`src/rtl/dly_pkg.sv`:
```
// Package dly_pkg
// Shared defaults for the memory-backed delay line.
// Assumes: depth is a power of two, at least 2.
package dly_pkg;
    parameter int unsigned DLY_DEPTH_DEFAULT = 16;
    parameter int unsigned DLY_WIDTH_DEFAULT = 8;
endpackage

```
`src/rtl/dly_ptr_counter.sv`:
```
// Module dly_ptr_counter
// Free-running address counter with a parameterised reset value.
// It advances by one when enabled and wraps naturally at 2**AW.
// Assumes: synchronous active-low reset; RESET_VAL fits in AW bits.
module dly_ptr_counter #(
    parameter int unsigned AW        = 4,
    parameter logic [AW-1:0] RESET_VAL = '0
) (
    input  logic          clk,
    input  logic          rst_n,
    input  logic          en_i,
    output logic [AW-1:0] cnt_o
);
    // Advance the address on every enabled cycle, load reset value on reset.
    always_ff @(posedge clk) begin
        if (!rst_n)
            cnt_o <= RESET_VAL;
        else if (en_i)
            cnt_o <= cnt_o + 1'b1;
    end


    rst_val_chk: assert property (@(posedge clk) disable iff (!rst_n)
        $past(!rst_n) |-> (cnt_o == RESET_VAL));


    advance_chk: assert property (@(posedge clk) disable iff (!rst_n)
        en_i |=> (cnt_o == $past(cnt_o) + 1'b1));


    freeze_chk: assert property (@(posedge clk) disable iff (!rst_n)
        !en_i |=> $stable(cnt_o));
endmodule

```
`src/rtl/dly_dual_port_ram.sv`:
```
// Module dly_dual_port_ram
// Register-array memory with one write port and one registered read port.
// The storage is not reset; only the read register clears on reset.
// Assumes: the caller never reads and writes the same entry in one cycle.
module dly_dual_port_ram #(
    parameter int unsigned DEPTH = 16,
    parameter int unsigned WIDTH = 8,
    localparam int unsigned AW   = $clog2(DEPTH)
) (
    input  logic             clk,
    input  logic             rst_n,
    input  logic             we_i,
    input  logic [AW-1:0]    waddr_i,
    input  logic [WIDTH-1:0] wdata_i,
    input  logic             re_i,
    input  logic [AW-1:0]    raddr_i,
    output logic [WIDTH-1:0] rdata_o
);
    logic [WIDTH-1:0] mem [DEPTH];

    // Store the incoming word at the write address.
    always_ff @(posedge clk) begin
        if (rst_n && we_i)
            mem[waddr_i] <= wdata_i;
    end

    // Register the word at the read address; clear on reset.
    always_ff @(posedge clk) begin
        if (!rst_n)
            rdata_o <= '0;
        else if (re_i)
            rdata_o <= mem[raddr_i];
    end


    collision_chk: assert property (@(posedge clk) disable iff (!rst_n)
        (we_i && re_i) |-> (waddr_i != raddr_i));


    rdata_clear_chk: assert property (@(posedge clk) disable iff (!rst_n)
        $rose(rst_n) |-> (rdata_o == '0));


    rdata_hold_chk: assert property (@(posedge clk) disable iff (!rst_n)
        !re_i |=> $stable(rdata_o));
endmodule

```
`src/rtl/ram_delay_line.sv`:
```
// Module ram_delay_line
// Fixed delay of DEPTH enabled cycles built from a two-port memory
// and two address counters. The read counter starts at entry 0 and the
// write counter at entry DEPTH-1, so the two addresses stay exactly one
// apart and a sample is read back one full pass after it was written.
// Assumes: DEPTH is a power of two and at least 2; output undefined
// until DEPTH samples have been written after reset.
module ram_delay_line
    import dly_pkg::*;
#(
    parameter int unsigned DEPTH = DLY_DEPTH_DEFAULT,
    parameter int unsigned WIDTH = DLY_WIDTH_DEFAULT
) (
    input  logic             clk,
    input  logic             rst_n,
    input  logic             en_i,
    input  logic [WIDTH-1:0] din_i,
    output logic [WIDTH-1:0] dout_o
);
    localparam int unsigned AW = $clog2(DEPTH);
    localparam logic [AW-1:0] RD_START = '0;
    localparam logic [AW-1:0] WR_START = AW'(DEPTH - 1);

    logic [AW-1:0] rd_ptr;
    logic [AW-1:0] wr_ptr;

    // Read address counter, starts at the first entry.
    dly_ptr_counter #(.AW(AW), .RESET_VAL(RD_START)) u_rd_ptr (
        .clk   (clk),
        .rst_n (rst_n),
        .en_i  (en_i),
        .cnt_o (rd_ptr)
    );

    // Write address counter, starts at the last entry.
    dly_ptr_counter #(.AW(AW), .RESET_VAL(WR_START)) u_wr_ptr (
        .clk   (clk),
        .rst_n (rst_n),
        .en_i  (en_i),
        .cnt_o (wr_ptr)
    );

    // Sample storage with a registered read port.
    dly_dual_port_ram #(.DEPTH(DEPTH), .WIDTH(WIDTH)) u_ram (
        .clk     (clk),
        .rst_n   (rst_n),
        .we_i    (en_i),
        .waddr_i (wr_ptr),
        .wdata_i (din_i),
        .re_i    (en_i),
        .raddr_i (rd_ptr),
        .rdata_o (dout_o)
    );


    ptr_gap_chk: assert property (@(posedge clk) disable iff (!rst_n)
        (AW'(wr_ptr + 1'b1) == rd_ptr));


    out_hold_chk: assert property (@(posedge clk) disable iff (!rst_n)
        !en_i |=> $stable(dout_o));
endmodule

```
`config.mk`:
```
export PLATFORM = sky130hd
export DESIGN_NAME = ram_delay_line
export DESIGN_NICKNAME = d
export VERILOG_FILES = /design/src/rtl/dly_pkg.sv /design/src/rtl/dly_ptr_counter.sv /design/src/rtl/dly_dual_port_ram.sv /design/src/rtl/ram_delay_line.sv
export SDC_FILE = /design/constraint.sdc
export NUM_CORES = 1
export LEC_CHECK = 0
export BUFFER_PORTS_ARGS = -buffer_cell sky130_fd_sc_hd__buf_2
export CELL_PAD_IN_SITES_DETAIL_PLACEMENT = 1
export CELL_PAD_IN_SITES_GLOBAL_PLACEMENT = 1
export CORE_MARGIN = 8
export CORE_UTILIZATION = 40
export CTS_CLUSTER_SIZE = 28
export DETAILED_ROUTE_END_ITERATION = 6
export PLACE_DENSITY = 0.7
export RECOVER_POWER = 50
export SYNTH_ARGS = -nofsm -noshare
export SYNTH_HDL_FRONTEND = slang
export SYNTH_SLANG_ARGS = --single-unit
```
`constraint.sdc`:
```
create_clock -name clk -period 2.1 [get_ports clk]
set_clock_uncertainty 0.2 [all_clocks]
set_input_delay 0.105 -clock clk [delete_from_list [all_inputs] [get_ports clk]]
set_output_delay 0.105 -clock clk [all_outputs]
set_load 0.005 [all_outputs]
```
==> impl_metrics.tcl, run 1 <==
set metrics [dict create \
    status "finished clean" \
    required_ns 1.95 \
    max_slew.worst_pin.slew_ns 0.969 \
    hold_class "in2reg" \
    fin_ws_ns 0.142 \
    power_frac_comb_pct 5.2 \
    cts.sinks 144 \
    ys.warnings.count 0 \
    place_inst 558 \
    fin_cells 600 \
    arrival_ns 1.81 \
    grt.total_usage_pct 15.7 \
    timing.rr.end "u_ram.mem[7][0]$_DFFE_PP_" \
    avgSynthCellArea_um2 15.9 \
    dieHeight_um 136 \
    die_w_um 136 \
    synth_area_um2 5760 \
    synth_nets 379 \
    hold_path_startpoint "rst_n" \
    internal_power_mw 4.96 \
    hpwlAfterDp_mm 9.14 \
    grt_pass1_wl_mm 20.7 \
    synthToLayoutAreaGrowth_pct 15.3 \
    syn-instance-count 363 \
    clockBufferDepth 2 \
    antenna_found_initial 0 \
    r2r-start "u_wr_ptr.cnt_o[2]$_SDFFE_PN1P_" \
    slew_viol_final 0 \
    synth_top_area_share_pct 66.8 \
    r2r_cells 3 \
    ff_latch_area_um2 4170 \
    vias 3183 \
    yosysSeqAreaShare_pct 72.3 \
    wl_mm 13.7 \
    numCtsBuffers 17 \
    antenna_cells 0 \
    setup_viol 0 \
    postCtsSetupBuffers 0 \
    fp-row-count 44 \
    root_buffer "clkbuf_16" \
    drt_first_pass_iters 4 \
    clk_pin_slew_ns 0.06 \
    critPathLaunchType "input port" \
    grt_pass1_vias 3426 \
    tns_ns 0 \
    p_per_area_nw_per_um2 951 \
    design.die.area_um2 18500 \
    power_frac_clock_pct 43.8 \
    gp_routability_congestion 0.809 \
    multi_input_area_um2 1410 \
    path_max_fanout 8 \
    peakVddDrop_v 0.000626 \
    htreeDepth 4 \
    clk_latency_ns 0.42 \
    p_leak_nw 2.14 \
    n_fill_cell 1416 \
    grt.overflow.total 0 \
    ff2ff_setup_slack_ns 0.19 \
    switching_share_pct 21.4 \
    slew_headroom_pct 35.4 \
    power.share.sequential_pct 51.0 \
    drcViolationCount 0 \
    io_buffers 18 \
    switchingPower_mw 1.35 \
    p_total_mw 6.31 \
    grt_max_degree 20 \
    ys_ff_latch 144 \
    worstSetupPathType "in2reg" \
    synth_cell_types 27 \
    initial_core_util_pct 40.2 \
    rsz0062_at_grt "false" \
    max_freq_mhz 511 \
    post-route-period-util_pct 93.2 \
    fp.coreArea_um2 14300 \
    cap_violations 0 \
    cts_tree "done" \
    drive_gt1_share_pct 10.8 \
    final_antenna_net_count 0 \
    min_to "u_wr_ptr.cnt_o[3]$_SDFFE_PN1P_" \
    endpoint_kind "flip-flop" \
    ios 19 \
    synth_top_area_cell "edfxtp_1" \
    fin_crit_ns 1.96 \
    drt-initial-drc-count 225 \
    nets 419 \
    hold_viol 0 \
    dp_slack_ns 0.193 \
    synthTopCellsByArea "edfxtp_1 (67%), mux2i_1 (11%), dfxtp_1 (5.6%)" \
    via_per_inst 5.31 \
    hold_path_depth 3 \
    wl_per_cell_um 22.8 \
]
registers in the layout, indices dropped and copies added (netlist names):
register and count:
u_wr_ptr.cnt_o 4, u_rd_ptr.cnt_o 4, u_ram.rdata_o 8, u_ram.mem 128
logic make-up after synthesis:
| kind of cell | synth area share [%] |
|---|---|
| multiplexers | 11.3 |
| XOR/XNOR | 0.761 |
| buffers and inverters | 3.11 |
| AND/OR/NAND/NOR | 7.61 |
| flip-flops | 72.3 |
| adder cells (fa/ha/maj) | 1.09 |
| AO/OA/AOI/OAI | 3.78 |
final cells by class:
class / count / area share (%)
inverters: 3 / 0.170
multi-input cells: 198 / 21.3
clock inverters: 11 / 1.38
clock buffers: 21 / 6.94
well taps: 184 / 3.47
repair buffers: 39 / 4.00
flip-flops and latches: 144 / 62.8
worst max-delay path: stages:
cell           delay, ns
dlygate4sd3_1       0.52
clkbuf_1            0.21
nand2_1             0.11
nor3_1              0.35
and2_1              0.50
synth_stat cells:
cell type / n
buf_6: 1
nor2_2: 1
buf_12: 4
ha_1: 5
edfxtp_1: 128
xor2_1: 2
nor3_1: 2
nand3_1: 27
mux2i_1: 65
buf_2: 7
dfxtp_1: 16
nor2b_1: 4
nand4_1: 1
nor2_1: 2
nand2_1: 29
inv_1: 2
a21oi_1: 17
o21ai_1: 1
xnor2_1: 3
o211ai_1: 1
nand3b_1: 1
buf_4: 5
and2_1: 20
a22oi_1: 16
inv_2: 1
and3_1: 1
buf_1: 1
through the flow:
step	hold WS (ns)	utilization [%]	cell area (um2)
floorplan	0.00387	-	5760
detailed placement	0.135	42.0	6010
global placement	0.127	42.0	6010
CTS	0.260	46.5	6660
global route	0.295	46.4	6640
finish	0.283	46.4	6640
cell usage in the layout, fill, tap and decap left out, types with 15 or more instances in the layout:
| cell type | n |
|---|---|
| nand2_1 | 29 |
| a21oi_1 | 17 |
| and2_1 | 20 |
| clkbuf_1 | 18 |
| edfxtp_1 | 128 |
| a22oi_1 | 16 |
| nand3_1 | 27 |
| dfxtp_1 | 15 |
| clkbuf_16 | 17 |
| mux2i_1 | 65 |
what timing repair did:
action	CTS	global route
hold endpoints to repair	136	0
endpoints found under the setup margin	0	0
gates resized for setup	0	0
hold buffers	10	0
power groups by stage:
stage	registers [mW]	clock network (mW)	logic, mW
finish	3.22	2.77	0.328
global route	3.22	2.91	0.357
CTS	3.22	2.81	0.332
detailed placement	3.28	0	0.315
global placement	3.27	0	0.302
floorplan	3.26	0	0.179
worst max-delay path by stage:
stage / start / to / slack, ns / cells past startpoint
2_1_floorplan: u_wr_ptr.cnt_o[2]$_SDFFE_PN1P_ / u_ram.mem[7][0]$_DFFE_PP_ / 0.60 / 3
5_1_grt: u_wr_ptr.cnt_o[2]$_SDFFE_PN1P_ / u_ram.mem[7][5]$_DFFE_PP_ / 0.03 / 3
3_3_place_gp: u_wr_ptr.cnt_o[2]$_SDFFE_PN1P_ / u_ram.mem[7][0]$_DFFE_PP_ / 0.23 / 3
3_5_place_dp: u_wr_ptr.cnt_o[2]$_SDFFE_PN1P_ / u_ram.mem[7][6]$_DFFE_PP_ / 0.19 / 3
4_1_cts: u_wr_ptr.cnt_o[2]$_SDFFE_PN1P_ / u_ram.mem[7][4]$_DFFE_PP_ / 0.19 / 3
6_report: en_i / u_ram.mem[3][6]$_DFFE_PP_ / 0.14 / 5
metal layers:
| layer | track usage, % | vias up | share of wire (%) |
|---|---|---|---|
| met4 | 5.06 | 0 | 1.7 |
| met2 | 27.3 | 70 | 51 |
| met1 | 18.4 | 1644 | 42 |
| li1 | - | 1450 | - |
| met5 | 0 | - | 0 |
| met3 | 4.21 | 19 | 4.6 |
Note: power is estimated with default switching activity, not from simulation.
==> run 2, diff against run 1 <==
ABC_AREA = 1   (was unset)
CORE_UTILIZATION = 45   (was 40)
PLACE_DENSITY = 0.79   (was 0.7)
==> impl_metrics.tcl, run 2 <==
set metrics [dict create \
    rsz0062_at_grt "false" \
    grt_pass1_vias 4393 \
    grt_pass1_wl_mm 24.4 \
    cts_tree "done" \
    wl_mm 15.6 \
    layout_commonest_cell "nand2_1" \
    worstSetupPathType "in2reg" \
    r2r_cells 10 \
    ys.warnings.count 0 \
    max_freq_mhz 534 \
    fin_hold_ws_ns 0.305 \
    nets 596 \
    path_cells "dlygate4sd3_1 > clkbuf_1 > clkbuf_2 > nand2_1 > nor4_1 > nor3_1" \
    hold_viol 0 \
    cts.sinks 144 \
    design.die.area_um2 17100 \
    hold_class "reg2reg" \
    drt_first_pass_iters 4 \
    synthMuxAreaShare_pct 0 \
    grt_max_degree 67 \
    crit_family "buffers and inverters" \
    synthFlopType "edfxtp_1" \
    path_max_fanout 22 \
    dieHeight_um 131 \
    drcViolationCount 0 \
    synth_compound_area_share_pct 0.821 \
    peakVddDrop_v 0.000419 \
    gp_routability_congestion 0.760 \
    critPathLaunchType "input port" \
    drt-initial-drc-count 434 \
    setup_viol 0 \
    synth_edf_count 128 \
    p_leak_nw 2.64 \
    synth_most_common_cell "nand2_1" \
    synth_top_area_share_pct 64.7 \
    hold_path_depth 2 \
    fp.coreArea_um2 13100 \
    clk_latency_ns 0.42 \
    max_slew.worst_pin.slew_ns 0.879 \
    largest_register "u_ram.mem" \
    post-route-period-util_pct 89.2 \
    slew_headroom_pct 41.4 \
    initial_core_util_pct 45.4 \
    grt.total_usage_pct 19.6 \
    vias 4124 \
    synth_nets 552 \
    crit_path_max_incr_delay_ns 0.52 \
    avgSynthCellArea_um2 11.1 \
    p_per_area_nw_per_um2 957 \
    drive_gt1_share_pct 11.1 \
    synthSimpleGateAreaFrac_pct 23.1 \
    synth_top_family_by_area "simple AND/OR/NAND/NOR gates" \
    synthTopCellsByArea "edfxtp_1 (65%), nand2_1 (12%), nand3_1 (9.0%)" \
    tns_ns 0 \
    fin_crit_ns 1.87 \
    synth_commonest_cells "nand2_1 (185), edfxtp_1 (128), nand3_1 (107)" \
    antenna_cells 0 \
    synth_area_um2 5940 \
    synthToLayoutAreaGrowth_pct 16.0 \
    fp-row-count 42 \
    synth_cell_types 18 \
    cp_slowest_cell "dlygate4sd3_1" \
    postCtsSetupBuffers 0 \
    yosysSeqAreaShare_pct 70.1 \
    required_ns 2.20 \
    synth-adder-area-share_pct 1.05 \
    post-route-util_pct 52.7 \
    arrival_ns 1.98 \
    wl_per_cell_um 20.3 \
    ios 19 \
    grt.overflow.total 0 \
    n_fill_cell 1431 \
    ff_latch_area_um2 4170 \
    worst-path-stages 6 \
    final_antenna_net_count 0 \
    io_buffers 18 \
    status "finished clean" \
    synthArstFlopShare_pct 0 \
    syn-instance-count 536 \
    largest_reg_flops 128 \
    multi_input_area_um2 1480 \
    via_per_inst 5.36 \
    clk_pin_slew_ns 0.06 \
    hpwlAfterDp_mm 9.72 \
    synth-xor-area-share_pct 0 \
    path_buf_inv 3 \
    die_w_um 131 \
    antenna_found_initial 0 \
    clockBufferDepth 2 \
    htreeDepth 4 \
    synth_top_area_cell "edfxtp_1" \
    endpoint_kind "flip-flop" \
    cap_violations 0 \
    root_buffer "clkbuf_16" \
    reg.largest.list "u_ram.mem x128, u_ram.rdata_o x8" \
    slew_viol_final 0 \
    final_cell_mix "nand2_1 (185), edfxtp_1 (128), nand3_1 (107)" \
    ys_ff_latch 144 \
    numCtsBuffers 17 \
]
## run 2: changes by cell type after synthesis, moves of 12 or more
cell	before	now
nor2_1	2	35
mux2i_1	65	0
inv_1	2	14
nand2_1	29	185
and2_1	20	0
a21oi_1	17	5
nand3_1	27	107
a22oi_1	16	0
## run 2: worst paths after layout
path                                   from                        endpoint  slack, ns
min          u_wr_ptr.cnt_o[2]$_SDFFE_PN1P_  u_wr_ptr.cnt_o[2]$_SDFFE_PN1P_       0.30
max                                    en_i  u_rd_ptr.cnt_o[3]$_SDFFE_PN0P_       0.23
min reg2reg  u_wr_ptr.cnt_o[2]$_SDFFE_PN1P_  u_wr_ptr.cnt_o[2]$_SDFFE_PN1P_       0.30
max reg2reg  u_rd_ptr.cnt_o[0]$_SDFFE_PN0P_   u_ram.rdata_o[6]$_SDFFE_PN0P_       0.26
## run 2: worst register-to-register path, delay by kind of cell, from the launching register on
family	cells	cell delay, ns
buf+inv	3	0.65
flops	1	0.34
simple gates	7	0.60
## run 2: cells by family (layout without fill, tap and decap cells)
logic type | after synthesis | count (layout)
fa+ha+maj | 5 | 5
compound gates | 9 | 9
flops | 144 | 144
buf+inv | 49 | 106
simple gates | 329 | 329
## run 2: metal layers
layer  track usage, %  share of wire [%]  wire, um  vias up
met5                0                  0         0        -
met4             9.25                2.7       422        0
met2             33.9                 51      7940      127
met1             23.2                 41      6340     2042
li1                 -                  -         -     1925
met3             3.77                6.0       941       30
## run 2: repair_timing
action | in CTS | in global routing
hold buffers | 10 | 0
hold endpoints to repair | 134 | 0
resized for setup | 0 | 0
## run 2: cell type report
class,instances,share of cell area (%)
clock buffers,17,6.17
flip-flops and latches,144,60.4
inverters,20,1.13
clock inverters,15,2.12
well taps,176,3.19
multi-input cells,343,21.5
repair buffers,54,5.46
## run 2: through the flow
| step | cells | power [mW] | area (um2) | worst slack [ns] |
|---|---|---|---|---|
| floorplan | 536 | 3.57 | 5940 | 0.438 |
| global placement | 727 | 3.72 | 6240 | 0.346 |
| detailed placement | 727 | 3.74 | 6240 | 0.248 |
| CTS | 769 | 6.64 | 6920 | 0.278 |
| global route | 769 | 6.80 | 6900 | 0.100 |
| finish | 769 | 6.60 | 6900 | 0.226 |
## run 2: power by group
part           internal (mW)  switching (mW)
Clock                   1.73            1.16
Sequential              3.17          0.0255
Combinational          0.147           0.359
Total                   5.05            1.55
==> run 3, diff against run 2 <==
clock period = 2 ns   (was 2.1 ns; I/O delays follow)
==> impl_metrics.tcl, run 3 (synthesis results as in run 2) <==
set metrics [dict create \
    final_antenna_net_count 0 \
    r2r_cells 5 \
    post-route-util_pct 52.5 \
    rsz0062_at_grt "false" \
    required_ns 1.93 \
    slew_headroom_pct 40.9 \
    fin_crit_ns 1.81 \
    via_per_inst 5.25 \
    p_per_area_nw_per_um2 976 \
    cp_slowest_cell "dlygate4sd3_1" \
    final_cell_mix "nand2_1 (185), edfxtp_1 (128), nand3_1 (107)" \
    initial_core_util_pct 45.4 \
    hold_path_depth 2 \
    r2r-start "u_wr_ptr.cnt_o[0]$_SDFFE_PN1P_" \
    wl_mm 15.0 \
    root_buffer "clkbuf_16" \
    reg.largest.list "u_ram.mem x128, u_ram.rdata_o x8" \
    setup_viol 0 \
    max_freq_mhz 552 \
    critPathLaunchType "input port" \
    grt_pass1_wl_mm 23.8 \
    numCtsBuffers 17 \
    status "finished clean" \
    crit_path_max_incr_delay_ns 0.54 \
    tns_ns 0 \
    clk_latency_ns 0.42 \
    drcViolationCount 0 \
    fp-row-count 42 \
    ios 19 \
    grt.overflow.total 0 \
    gp_routability_congestion 0.789 \
    cts.sinks 144 \
    drt-initial-drc-count 259 \
    fp.coreArea_um2 13100 \
    hold_path_startpoint "u_wr_ptr.cnt_o[2]$_SDFFE_PN1P_" \
    arrival_ns 1.74 \
    worstSetupPathType "in2reg" \
    drive_gt1_share_pct 10.9 \
    antenna_cells 0 \
    cap_violations 0 \
    htreeDepth 4 \
    design.die.area_um2 17100 \
    io_buffers 18 \
    wl_per_cell_um 19.5 \
    cp_common_cell "nand2_1" \
    critPathLaunch "rst_n" \
    clockBufferDepth 2 \
    endpoint_kind "flip-flop" \
    post-route-period-util_pct 90.5 \
    grt.total_usage_pct 19.1 \
    path_cells "dlygate4sd3_1 > buf_2 > nand2_1 > inv_1 > nand2_1 > nor2_1 > buf_4" \
    grt_max_degree 36 \
    drt_first_pass_iters 4 \
    p_leak_nw 2.64 \
    dieHeight_um 131 \
    hold_class "reg2reg" \
    largest_reg_flops 128 \
    synthToLayoutAreaGrowth_pct 15.6 \
    cts_tree "done" \
    nets 600 \
    die_w_um 131 \
    antenna_found_initial 0 \
    path_max_fanout 9 \
    largest_register "u_ram.mem" \
    hpwlAfterDp_mm 9.64 \
    grt_pass1_vias 4431 \
    cts_resized 0 \
    vias 4056 \
    clk_pin_slew_ns 0.06 \
    layout_commonest_cell "nand2_1" \
    max_slew.worst_pin.slew_ns 0.886 \
    peakVddDrop_v 0.000483 \
    hold_viol 0 \
    slew_viol_final 0 \
]
==> run 3: changes by cell type in the layout (fill, tap and decap cells not counted), sizes merged <==
cell and delta:
bufinv -1, clkbuf +5, clkinv -3, buf +5, clkinvlp -3, dlygate4sd3 +1
==> run 3: worst paths after layout <==
path,end,slack (ns)
hold / removal,u_wr_ptr.cnt_o[2]$_SDFFE_PN1P_,0.34
setup reg to reg,u_ram.mem[12][2]$_DFFE_PP_,0.20
hold reg to reg,u_wr_ptr.cnt_o[2]$_SDFFE_PN1P_,0.34
setup / recovery,u_ram.mem[13][7]$_DFFE_PP_,0.19
==> run 3: stage by stage <==
| stage | hold slack, ns | instance area, um2 | power (mW) | setup WS (ns) | cells |
|---|---|---|---|---|---|
| 2_1_floorplan | -0.00113 | 5940 | 3.75 | 0.343 | 536 |
| 3_3_place_gp | 0.184 | 6250 | 3.89 | 0.250 | 730 |
| 3_5_place_dp | 0.187 | 6250 | 3.92 | 0.228 | 730 |
| 4_1_cts | 0.321 | 6890 | 6.77 | 0.219 | 773 |
| 5_1_grt | 0.354 | 6870 | 6.92 | 0.146 | 773 |
| 6_report | 0.339 | 6870 | 6.70 | 0.189 | 773 |
==> run 3: where the power goes <==
part / internal [mW] / switching, mW / leakage (nW)
clock: 1.69 / 1.13 / 0.252
sequential: 3.33 / 0.0295 / 1.29
combinational: 0.151 / 0.365 / 1.10
total: 5.17 / 1.53 / 2.64
==> run 3: repair_timing <==
action / in CTS / in global routing
hold buffers: 11 / 0
buffers inserted: 0 / 0
hold endpoints to repair: 135 / 0
==> run 3: layout make-up <==
type	instances	area, um2
well taps	176	220
flip-flops and latches	144	4170
multi-input cells	343	1480
clock buffers	24	452
repair buffers	58	400
inverters	20	77.6
fillers	1425	6220
clock inverters	8	70.1
==> run 3: worst max-delay path, delay by kind of cell <==
family / cells / cell delay (ns)
buffers and inverters: 4 / 1.10
AND/OR/NAND/NOR: 3 / 0.53
==> run 3: layer usage <==
layer  track usage, %  routed length, um  up-vias
met5                0                  0        -
met4             9.86                429        0
met3             4.42                528       30
met2             32.7               7620       89
met1             22.0               6460     2012
li1                 -                  -     1925
